File: src/rtl/wdg_pkg.sv
package wdg_pkg;
   // action taken when the countdown ends
   typedef enum logic [1:0] {
      WDG_ACT_NONE  = 2'd0,
      WDG_ACT_IRQ   = 2'd1,
      WDG_ACT_RESET = 2'd2
   } wdg_act_e;

   // flag byte bit positions
   localparam int unsigned FLAG_EXPIRED = 7;
   localparam int unsigned FLAG_NOWDRST = 6;

   // load-value generator variants
   localparam int unsigned LOAD_SHIFT = 0;
   localparam int unsigned LOAD_MUX   = 1;
endpackage

File: src/rtl/wdg_ctl_reg.sv
module wdg_ctl_reg #(
   parameter int unsigned DATA_W = 8
) (
   input  logic              clk,
   input  logic              rst_n,
   input  logic              wr_en,
   input  logic [DATA_W-1:0] wr_data,
   input  logic              clr,
   output logic [DATA_W-1:0] q
);
   always_ff @(posedge clk or negedge rst_n) begin
      if (!rst_n)     q <= '0;
      else if (wr_en) q <= wr_data;
      else if (clr)   q <= '0;
   end

   AST_CLR_ZEROES: assert property (@(posedge clk) disable iff (!rst_n)
      (clr && !wr_en) |=> (q == '0));
endmodule

File: src/rtl/wdg_load_calc.sv
module wdg_load_calc #(
   parameter int unsigned MULT_W = 5,
   parameter int unsigned RES_W  = 2,
   parameter int unsigned CNT_W  = 11,
   parameter int unsigned STYLE  = 0
) (
   input  logic [MULT_W-1:0] mult,
   input  logic [RES_W-1:0]  res,
   output logic [CNT_W-1:0]  load
);
   localparam int unsigned N_RES = 2 ** RES_W;

   generate
      if (STYLE == wdg_pkg::LOAD_SHIFT) begin : g_shift
         assign load = CNT_W'(mult) << {res, 1'b0};
      end else begin : g_mux
         logic [CNT_W-1:0] opt [N_RES];
         for (genvar r = 0; r < N_RES; r++) begin : g_opt
            assign opt[r] = CNT_W'(mult) << (2 * r);
         end
         assign load = opt[res];
      end
   endgenerate

   always_comb begin
      AST_ZERO_MULT_ZERO_LOAD: assert ((mult != '0) || (load == '0));
   end
endmodule

File: src/rtl/wdg_down_counter.sv
module wdg_down_counter #(
   parameter int unsigned CNT_W = 11
) (
   input  logic             clk,
   input  logic             rst_n,
   input  logic             restart,
   input  logic [CNT_W-1:0] load,
   input  logic             tick,
   output logic             fire,
   output logic             active
);
   logic [CNT_W-1:0] cnt_q;

   assign fire = active & tick & (cnt_q == CNT_W'(1)) & ~restart;

   always_ff @(posedge clk or negedge rst_n) begin
      if (!rst_n) begin
         cnt_q  <= '0;
         active <= 1'b0;
      end else if (restart) begin
         cnt_q  <= load;
         active <= (load != '0);
      end else if (fire) begin
         cnt_q  <= '0;
         active <= 1'b0;
      end else if (active && tick) begin
         cnt_q  <= cnt_q - CNT_W'(1);
      end
   end

   AST_ACTIVE_NONZERO: assert property (@(posedge clk) disable iff (!rst_n)
      active |-> (cnt_q != '0));
   AST_FIRE_GOES_IDLE: assert property (@(posedge clk) disable iff (!rst_n)
      fire |=> !active);
   AST_ZERO_LOAD_IDLE: assert property (@(posedge clk) disable iff (!rst_n)
      (restart && load == '0) |=> !active);
   AST_RESTART_BLOCKS_FIRE: assert property (@(posedge clk) disable iff (!rst_n)
      (restart && load != '0) |=> (active && cnt_q == $past(load)));
endmodule

File: src/rtl/wdg_steer_timer.sv
module wdg_steer_timer #(
   parameter int unsigned DATA_W     = 8,
   parameter int unsigned RES_W      = 2,
   parameter int unsigned MULT_W     = 5,
   parameter int unsigned LOAD_STYLE = wdg_pkg::LOAD_SHIFT
) (
   input  logic              clk,
   input  logic              rst_n,
   input  logic              tick,
   input  logic              wr_en,
   input  logic [DATA_W-1:0] wr_data,
   input  logic              rd_en,
   output logic [DATA_W-1:0] rd_data,
   output logic [DATA_W-1:0] flags,
   output logic              rst_req,
   output logic              irq
);
   import wdg_pkg::*;

   localparam int unsigned CNT_W    = MULT_W + 2 * ((2 ** RES_W) - 1);
   localparam int unsigned MULT_LSB = RES_W;
   localparam int unsigned STEER_B  = DATA_W - 1;

   generate
      if (RES_W + MULT_W + 1 != DATA_W) begin : g_bad_fields
         $error("field widths must fill the control register");
      end
      if (DATA_W <= FLAG_EXPIRED) begin : g_bad_width
         $error("control register too narrow for flag byte");
      end
      if (LOAD_STYLE > LOAD_MUX) begin : g_bad_style
         $error("unknown load style");
      end
   endgenerate

   logic              restart;
   logic [DATA_W-1:0] ctl_q;
   logic [DATA_W-1:0] sel_val;
   logic [CNT_W-1:0]  load;
   logic              fire;
   logic              active;
   logic              clr_ctl;
   wdg_act_e          act;
   logic              exp_q;
   logic              keep_q;

   assign restart = wr_en | rd_en;
   assign sel_val = wr_en ? wr_data : ctl_q;

   always_comb begin
      act = WDG_ACT_NONE;
      if (fire) act = ctl_q[STEER_B] ? WDG_ACT_RESET : WDG_ACT_IRQ;
   end
   assign clr_ctl = (act == WDG_ACT_RESET);

   wdg_ctl_reg #(.DATA_W(DATA_W)) u_ctl (
      .clk(clk), .rst_n(rst_n), .wr_en(wr_en), .wr_data(wr_data),
      .clr(clr_ctl), .q(ctl_q)
   );

   wdg_load_calc #(.MULT_W(MULT_W), .RES_W(RES_W), .CNT_W(CNT_W), .STYLE(LOAD_STYLE)) u_load (
      .mult(sel_val[MULT_LSB +: MULT_W]), .res(sel_val[RES_W-1:0]), .load(load)
   );

   wdg_down_counter #(.CNT_W(CNT_W)) u_cnt (
      .clk(clk), .rst_n(rst_n), .restart(restart), .load(load), .tick(tick),
      .fire(fire), .active(active)
   );

   always_ff @(posedge clk or negedge rst_n) begin
      if (!rst_n) begin
         exp_q   <= 1'b0;
         keep_q  <= 1'b1;
         rst_req <= 1'b0;
         irq     <= 1'b0;
      end else begin
         rst_req <= (act == WDG_ACT_RESET);
         irq     <= (act == WDG_ACT_IRQ);
         if (restart)     exp_q <= 1'b0;
         else if (fire)   exp_q <= 1'b1;
         if (clr_ctl)     keep_q <= 1'b0;
      end
   end

   always_comb begin
      flags = '0;
      flags[FLAG_EXPIRED] = exp_q;
      flags[FLAG_NOWDRST] = keep_q;
   end
   assign rd_data = ctl_q;

   AST_ONE_ACTION: assert property (@(posedge clk) disable iff (!rst_n)
      !(rst_req && irq));
   AST_RST_PULSE: assert property (@(posedge clk) disable iff (!rst_n)
      rst_req |=> !rst_req);
   AST_RST_CLEARS: assert property (@(posedge clk) disable iff (!rst_n)
      rst_req |-> (rd_data == '0 && !flags[FLAG_NOWDRST]));
   AST_IRQ_PULSE: assert property (@(posedge clk) disable iff (!rst_n)
      irq |=> !irq);
   AST_RESTART_CLR_FLAG: assert property (@(posedge clk) disable iff (!rst_n)
      restart |=> !flags[FLAG_EXPIRED]);
   AST_EXPIRY_SETS_FLAG: assert property (@(posedge clk) disable iff (!rst_n)
      (rst_req || irq) |-> flags[FLAG_EXPIRED]);
   AST_LOW_FLAGS_ZERO: assert property (@(posedge clk) disable iff (!rst_n)
      flags[5:0] == '0);
   AST_READ_KEEPS_CTL: assert property (@(posedge clk) disable iff (!rst_n)
      (rd_en && !wr_en) |=> (rd_data == $past(rd_data)));
endmodule

File: config.mk
export PLATFORM = sky130hd
export DESIGN_NAME = wdg_steer_timer
export DESIGN_NICKNAME = d
export VERILOG_FILES = /design/src/rtl/wdg_pkg.sv /design/src/rtl/wdg_ctl_reg.sv /design/src/rtl/wdg_load_calc.sv /design/src/rtl/wdg_down_counter.sv /design/src/rtl/wdg_steer_timer.sv
export SDC_FILE = /design/constraint.sdc
export NUM_CORES = 1
export LEC_CHECK = 0
export BUFFER_PORTS_ARGS = -buffer_cell sky130_fd_sc_hd__buf_2
export CORE_ASPECT_RATIO = 1.5
export CORE_UTILIZATION = 49
export DETAILED_ROUTE_END_ITERATION = 10
export PLACE_DENSITY = 0.75
export SKIP_CTS_REPAIR_TIMING = 1
export SYNTH_ARGS = -nofsm -noshare
export SYNTH_HDL_FRONTEND = slang
export SYNTH_HIERARCHICAL = 1
export SYNTH_SLANG_ARGS = --single-unit
File: constraint.sdc
create_clock -name clk -period 1.78 [get_ports clk]
set_input_delay 0.267 -clock clk [delete_from_list [all_inputs] [get_ports clk]]
set_output_delay 0.267 -clock clk [all_outputs]
set_load 0.1 [all_outputs]
# == Yosys cells after proc, flatten, opt, wreduce, memory -nomap -nowiden ==
# Index checks and enable logic that the tools add are counted.
# totals
ff_bits,24
input_bits,13
out_inout_bits,18
wordCells,34
# op_classes
n_addsub,1
n_eq_ne,3
n_shift,1
muxes,12
n_bitwise,5
reduce_logical,5
# op_table
operator,n
2-to-1 mux 11 bit,3
2-to-1 mux 8 bit,2
== test 11 x 1 -> 1 bit (second input constant),1
nonzero test 11 bit,1
<< shifter 5 x 3 -> 11 bit,1
subtractor 11 x 1 -> 11 bit (second input constant),1
2-to-1 mux 7 bit,1
2-to-1 mux 1 bit,4
2-to-1 mux 2 bit,2
nonzero test 2 bit,2
AND 1 bit,3
nonzero test 3 bit,1
== test 2 x 1 -> 1 bit (second input constant),1
== test 2 bit (second input constant),1
logical AND 1 bit,1
NOT 1 bit,1
OR 1 bit,1

# == Longest topological paths before layout ==
# Gate-level depths: netlist of run 1.
# depth
word_depth,7
depth_mapped,8
ltp_nobuf,8

# == Modules after synthesis ==
# The synthesis of run 1 kept the hierarchy.
# modules_own_cells
mod,instances,cells_per_inst,area_each_um2,seq_area_each_um2
wdg_down_counter,1,85,790.8,300.3
wdg_ctl_reg,1,18,301.5,200.2
wdg_steer_timer,1,27,292.8,101.3
wdg_load_calc,1,19,135.1,0.0

# == Least setup slack after synthesis of run 1 ==
# No wires, ideal clock.
# synth_path
path_type,register to register
from,register u_ctl.q[0]
to,register u_cnt.active
setup_time_ps,121
arrival_ps,2241
required_time_ps,1659
slack_ps,-582
path_stages_with_launch,8
path_buffers,1
period_less_slack_ps,2362
path_cell_list,dfrtp_1 > mux2_2 > buf_6 > mux2i_1 > mux2i_1 > nor4_1 > nand3_1 > a22o_1
# synth_between
elab_chain_cells,4
# synth_lines
item,line,source
from (decl),wdg_ctl_reg.sv:9,output logic [DATA_W-1:0] q
from (signal assigned),wdg_ctl_reg.sv:13,else if (wr_en) q <= wr_data;
2-to-1 mux 7 bit,wdg_steer_timer.sv:48,assign sel_val = wr_en ? wr_data : ctl_q;
via sel_val[0],wdg_steer_timer.sv:38,logic [DATA_W-1:0] sel_val;
<< shifter 5 x 3 -> 11 bit,wdg_load_calc.sv:15,"assign load = CNT_W'(mult) << {res, 1'b0};"
via load[6],wdg_steer_timer.sv:39,logic [CNT_W-1:0] load;
nonzero test 11 bit,wdg_down_counter.sv:22,active <= (load != '0);
2-to-1 mux 1 bit,wdg_down_counter.sv:20,end else if (restart) begin
to (signal assigned),wdg_down_counter.sv:22,
to (decl),wdg_down_counter.sv:10,output logic active
# The timed path passes the listed nets, and every way through them passes these cells.
# A chain may end at the register's enable or synchronous reset.

# == Worst setup path in the final report of run 1 ==
# Ends and elaborated chain as after synthesis.

==> out/qor.yml, run 1 <==
hold_path:
  hp-class: "in -> async"
floorplan:
  fp.dieH_um: 70.2
  io_pins: 31
  rows: 24
  initial_core_util_pct: 51.7
  die-area_mm2: 0.00333
  core_area_mm2: 0.00294
  die_w_um: 47.5
synthesis:
  synth_edf_count: 0
  syn_area_mm2: 0.00152
  postSynthAreaPerCell_um2: 10.2
  ys_seq_area_share_pct: 39.6
  ys.flop_type: "dfrtp_1"
  ys_ff_latch: 24
  ys_warn_count: 6
  synth_cell_types: 43
  async_flop_share_pct: 100
  syn_inst: 149
global_route:
  grt.overflow.total: 0
  grt_max_degree: 25
  track_usage_pct: 23.4
  grt_pass1_vias: 1261
  antenna_found_initial: 0
  grt_pass1_wl_um: 5660
layout:
  final_nets: 205
  final_cell_area_mm2: 0.00189
  drive_above_1_share_pct: 43.4
  most-common-layout-cells: "buf_2, buf_4, dfrtp_1"
  syn2layout_area_growth_pct: 24.1
  fin_util_pct: 64.1
  mostFrequentLayoutCell: "buf_2"
  diodes: 0
power_and_ir_drop:
  finalPower_mw: 1.83
  p_per_area_mw_per_mm2: 971
  ir_drop_mv: 0.708
  p_leak_nw: 0.884
placed_design:
  place_congestion: 0.845
  io_buffers: 24
  dpl.hpwl_um: 2520
  place_worst_setup_slack_ns: -0.174
  place_area_mm2: 0.00178
sta:
  slew_headroom_pct: 64.2
  setup_violations: 1
  tightest_slew_ns: 0.537
  hold_violations: 23
  min_period_ns: 1.88
  whs_ns: -0.0459
  period_share_pct: 105
  skew_ns: 0.00918
  drv_slew: 0
  rsz0062_at_grt: "true"
  setup_slack_ns: -0.0952
  max_freq_ghz: 0.533
worst_setup_path:
  critPathLaunchType: "register"
  reg2reg_from: "u_ctl/q[0]"
  crit_arrival_ns: 2.04
  r2r-end: "u_cnt/active"
  r2r_slack_ns: -0.1
  worstRegToRegCells: 6
  path_cells: "mux2_4 > mux2i_4 > nor2b_1 > nor4_1 > nand3_1 > a22o_1"
  crit_required_ns: 1.94
  crit_fanout: 8
  crit_type: "reg -> reg"
  cpMaxStageDelayCell: "dfrtp_4"
  cp-end-kind: "register"
  max_stage_delay_ns: 0.49
cts:
  clk_pin_slew_worst_paths_ns: 0.09
  numCtsBuffers: 3
  cts_root_buffer: "clkbuf_8"
  worstSkewPairLatency_ns: 0.28
  htree_levels: 1
  cts.sinks: 24
  cts_buffer_depth: 2
  tritoncts: "yes"
route:
  avgRoutedWirePerCell_um: 14.9
  wl_um: 3410
  ant_nets: 0
  drtPass1Iterations: 4
  vias: 1251
  route.detailed.drc: 0
  drt_iter0_drc: 35
  avgViaCountPerCell: 5.49
flow_run:
  maxCapViolations: 0
run_status:
  violations: "negative hold slack, negative setup slack"
  outcome: "finished with violations"
Yosys cell counts, drive strengths merged (2+ instances only):
cell      n  area share [%]
a22o     12             6.9
a22oi     3             1.5
and3      2            0.82
buf      12             6.5
clkbuf    2            0.49
dfrtp    23              38
ha        2             1.6
inv       2            0.49
mux2      7             5.2
mux2i     6             4.0
nand2    14             3.5
nand3     4             1.3
nand4     3             1.6
nor2     12             4.2
nor2b     9             4.2
nor3      5             2.3
nor3b     2            0.99
nor4      4             2.6
o21ai     6             2.0
o2bb2ai   2             1.2
xnor2     2             1.2
xor2      3             1.7
worst max-delay path, delay by kind of cell, from the launching register on:
| family | cells | cell delay (ns) |
|---|---|---|
| simple gates | 3 | 0.48 |
| flops | 1 | 0.49 |
| compound gates | 1 | 0.22 |
| mux | 2 | 0.58 |
state kept, by name, indices dropped and copies added (netlist names):
signal / cells
exp_q: 1
irq: 1
keep_q: 1
rst_req: 1
u_cnt/active: 1
u_cnt/cnt_q: 11
u_ctl/q: 8
kinds of logic (layout without fill, tap and decap cells):
family | Yosys count | after routing | synth area share, %
compound gates | 26 | 26 | 13.0
xor+xnor | 5 | 5 | 2.88
fa+ha+maj | 2 | 2 | 1.65
buf+inv | 16 | 51 | 7.49
flops | 24 | 24 | 39.6
mux | 13 | 13 | 9.14
other cells | 1 | 6 | 0.247
simple gates | 62 | 62 | 26.0
per-layer routing:
layer	global-route usage (%)	vias to the layer above	wire length, µm
met5	0	-	0
li1	-	605	-
met4	9.52	0	48
met1	28.5	610	1350
met3	2.58	4	84
met2	39.6	32	1930
cell type report:
class,instances,area (µm²)
Tap cell,39,48.8
Fill cell,250,1060
Multi-Input combinational cell,114,868
Timing Repair Buffer,45,278
Sequential cell,24,613
Clock inverter,1,30.0
Inverter,2,7.51
Clock buffer,3,41.3
worst max-delay path by stage:
| stage | start | end | slack [ns] | cells after the start |
|---|---|---|---|---|
| finish | u_ctl/q[0] | u_cnt/active | -0.1 | 6 |
| CTS | u_ctl/q[0] | u_cnt/active | -0.16 | 6 |
| global placement | wr_en | u_cnt/active | -0.07 | 7 |
| floorplan | u_ctl/q[0] | u_cnt/active | -0.19 | 7 |
| global route | u_ctl/q[0] | u_cnt/active | -0.16 | 6 |
| detailed placement | wr_en | u_cnt/active | -0.17 | 7 |
metrics by stage:
| step | instances | setup TNS, ns |
|---|---|---|
| 2_1_floorplan | 154 | -0.192 |
| 3_3_place_gp | 224 | -0.0659 |
| 3_5_place_dp | 224 | -0.174 |
| 4_1_cts | 228 | -0.162 |
| 5_1_grt | 228 | -0.206 |
| 6_report | 228 | -0.0952 |
power breakdown:
part / total, mW / switching (mW) / leakage (nW) / internal [mW]
clock network: 0.492 / 0.190 / 0.0357 / 0.301
registers: 0.673 / 0.0683 / 0.296 / 0.605
logic: 0.666 / 0.413 / 0.553 / 0.253
total: 1.83 / 0.672 / 0.884 / 1.16
Power figures use the tool's default switching activity.
==> run 2: changes to the inputs <==
--- a/config.mk
+++ b/config.mk
@@ -10,6 +10,7 @@
 export CORE_UTILIZATION = 49
 export DETAILED_ROUTE_END_ITERATION = 10
 export PLACE_DENSITY = 0.75
+export SETUP_SLACK_MARGIN = 0.15
 export SKIP_CTS_REPAIR_TIMING = 1
 export SYNTH_ARGS = -nofsm -noshare
 export SYNTH_HDL_FRONTEND = slang
==> run 2 against run 1 <==
  * Sequential share of layout area decreased by 1.6 points
  * Die area unchanged
  * Critical endpoint unchanged
  * First-iteration DRC count increased by 54%
  * Total power increased by 4.4%
  * Hold slack improved by 0.018 ns
  * Global-route usage decreased by 1.3 points
  * Non-clock buffer count increased by 6
  * Cell count increased by 3.1%
  * Clock skew decreased by 0.0047 ns
  * Maximum frequency increased by 0.23%
  * The run still ends with negative hold slack, negative setup slack left
==> out/qor.yml, run 2 (synthesis results as in run 1) <==
sta:
  max_freq_ghz: 0.534  # was 0.533 GHz
  slew_headroom_pct: 62.4  # was 64.2%
  min_period_ns: 1.87  # was 1.88 ns
  period_share_pct: 105  # about the same
  finalSetupTns_ns: -0.0910  # was -0.0952 ns
  setup_slack_ns: -0.0910  # was -0.0952 ns
  tightest_slew_ns: 0.564  # was 0.537 ns
  setup_violations: 1  # unchanged
  rsz0062_at_grt: "true"  # unchanged
  drv_slew: 0  # unchanged
  hold_violations: 23  # unchanged
  skew_ns: 0.00443  # was 0.00918 ns
  whs_ns: -0.0283  # was -0.0459 ns
layout:
  largest_register_ffs: 11  # unchanged
  drive_above_1_share_pct: 49.5  # was 43.4%
  largest_register: "u_cnt/cnt_q"  # unchanged
  diodes: 0  # unchanged
  mostFrequentLayoutCell: "buf_4"  # was buf_2
  most-common-layout-cells: "buf_4, buf_2, nand2_1"  # was buf_2, buf_4, dfrtp_1
  final_nets: 212  # was 205
  syn2layout_area_growth_pct: 31.3  # was 24.1%
  reg_top3: "u_cnt/cnt_q (11), u_ctl/q (8)"  # unchanged
cts:
  numCtsBuffers: 3  # unchanged
  htree_levels: 1  # unchanged
  cts_buffer_depth: 2  # unchanged
  clk_pin_slew_worst_paths_ns: 0.09  # about the same
  tritoncts: "yes"  # unchanged
  cts_root_buffer: "clkbuf_8"  # unchanged
  worstSkewPairLatency_ns: 0.28  # about the same
  cts.sinks: 24  # unchanged
placed_design:
  place_congestion: 0.830  # was 0.845
  place_worst_setup_slack_ns: -0.166  # was -0.174 ns
  dpl.hpwl_um: 2520  # about the same
  io_buffers: 24  # unchanged
worst_setup_path:
  crit_required_ns: 1.95  # was 1.94 ns
  timing.critical_path.buf_inv: 0  # unchanged
  path_cells: "mux2_4 > mux2i_1 > nor2_1 > nor3_1 > nand3_1 > a22o_1"  # was mux2_4 > mux2i_4 > nor2b_1 > nor4_1 > nand3_1 > a22o_1
  crit_type: "reg -> reg"  # unchanged
  critPathLaunchType: "register"  # unchanged
  cpMaxStageDelayCell: "dfrtp_4"  # unchanged
  critPathTopFamily: "multiplexers"  # unchanged
  cp-end-kind: "register"  # unchanged
  max_stage_delay_ns: 0.49  # about the same
  crit_arrival_ns: 2.04  # about the same
  crit_fanout: 5  # was 8
flow_run:
  maxCapViolations: 0  # unchanged
global_route:
  grt_pass1_vias: 1261  # unchanged
  track_usage_pct: 22.1  # was 23.4%
  grt.overflow.total: 0  # unchanged
  antenna_found_initial: 0  # unchanged
  grt_max_degree: 25  # unchanged
  grt_pass1_wl_um: 5330  # was 5660 µm
route:
  route.detailed.drc: 0  # unchanged
  avgViaCountPerCell: 5.45  # was 5.49
  wl_um: 3660  # was 3410 µm
  vias: 1281  # was 1251
  ant_nets: 0  # unchanged
  avgRoutedWirePerCell_um: 15.6  # was 14.9 µm
  drt_iter0_drc: 54  # was 35
  drtPass1Iterations: 4  # unchanged
power_and_ir_drop:
  finalPower_mw: 1.91  # was 1.83 mW
  ir_drop_mv: 0.598  # was 0.708 mV
  p_leak_nw: 0.925  # was 0.884 nW
  p_per_area_mw_per_mm2: 958  # was 971 mW/mm²
floorplan:
  initial_core_util_pct: 51.7  # unchanged
  rows: 24  # unchanged
  die_w_um: 47.5  # unchanged
  die-area_mm2: 0.00333  # unchanged
  io_pins: 31  # unchanged
  core_area_mm2: 0.00294  # unchanged
  fp.dieH_um: 70.2  # unchanged
run_status:
  outcome: "finished with violations"  # unchanged
  violations: "negative hold slack, negative setup slack"  # unchanged
hold_path:
  hp-class: "in -> async"  # unchanged
[run 2: power breakdown]
| group | switching (mW) | total (mW) | internal (mW) |
|---|---|---|---|
| Combinational | 0.455 | 0.747 | 0.293 |
| Sequential | 0.0693 | 0.677 | 0.608 |
| Clock | 0.186 | 0.487 | 0.301 |
[run 2: worst register-to-register path, cell delays in order, from the launching register on]
cell     delay, ns
dfrtp_4       0.49
mux2_4        0.33
mux2i_1       0.21
nor2_1        0.09
nor3_1        0.31
nand3_1       0.13
a22o_1        0.21
[run 2: metrics by stage]
step | utilization [%] | area (µm²) | std cells
2_1_floorplan | - | 1560 | 154
3_3_place_gp | 60.2 | 1770 | 223
3_5_place_dp | 60.2 | 1770 | 223
4_1_cts | 62.7 | 1840 | 227
5_1_grt | 67.8 | 2000 | 235
6_report | 67.8 | 2000 | 235
[run 2: cell type report]
| type | count | area, µm² |
|---|---|---|
| Sequential cell | 24 | 617 |
| Multi-Input combinational cell | 115 | 928 |
| Tap cell | 39 | 48.8 |
| Clock buffer | 3 | 41.3 |
| Inverter | 2 | 7.51 |
| Clock inverter | 1 | 30.0 |
| Timing Repair Buffer | 51 | 323 |
| Fill cell | 262 | 947 |
[run 2: worst paths after layout]
| kind | start | to | slack, ns | cells after the start |
|---|---|---|---|---|
| worst max-delay path | u_ctl/q[0] | u_cnt/active | -0.09 | 6 |
| worst min-delay path | rst_n | u_cnt/cnt_q[10] | -0.03 | 1 |
| worst max register to register | u_ctl/q[0] | u_cnt/active | -0.09 | 6 |
| worst min register to register | keep_q | keep_q | 0.49 | 1 |
| max in group asynchronous | rst_n | u_ctl/q[0] | 1.38 | 1 |
| min in group clk | wr_data[7] | u_ctl/q[7] | 0.22 | 2 |
[run 2: routing by layer]
metal	routed length [µm]	GRT usage, %
met5	0	0
met4	68	9.84
met3	85	2.84
met2	2040	38.2
met1	1460	25.3
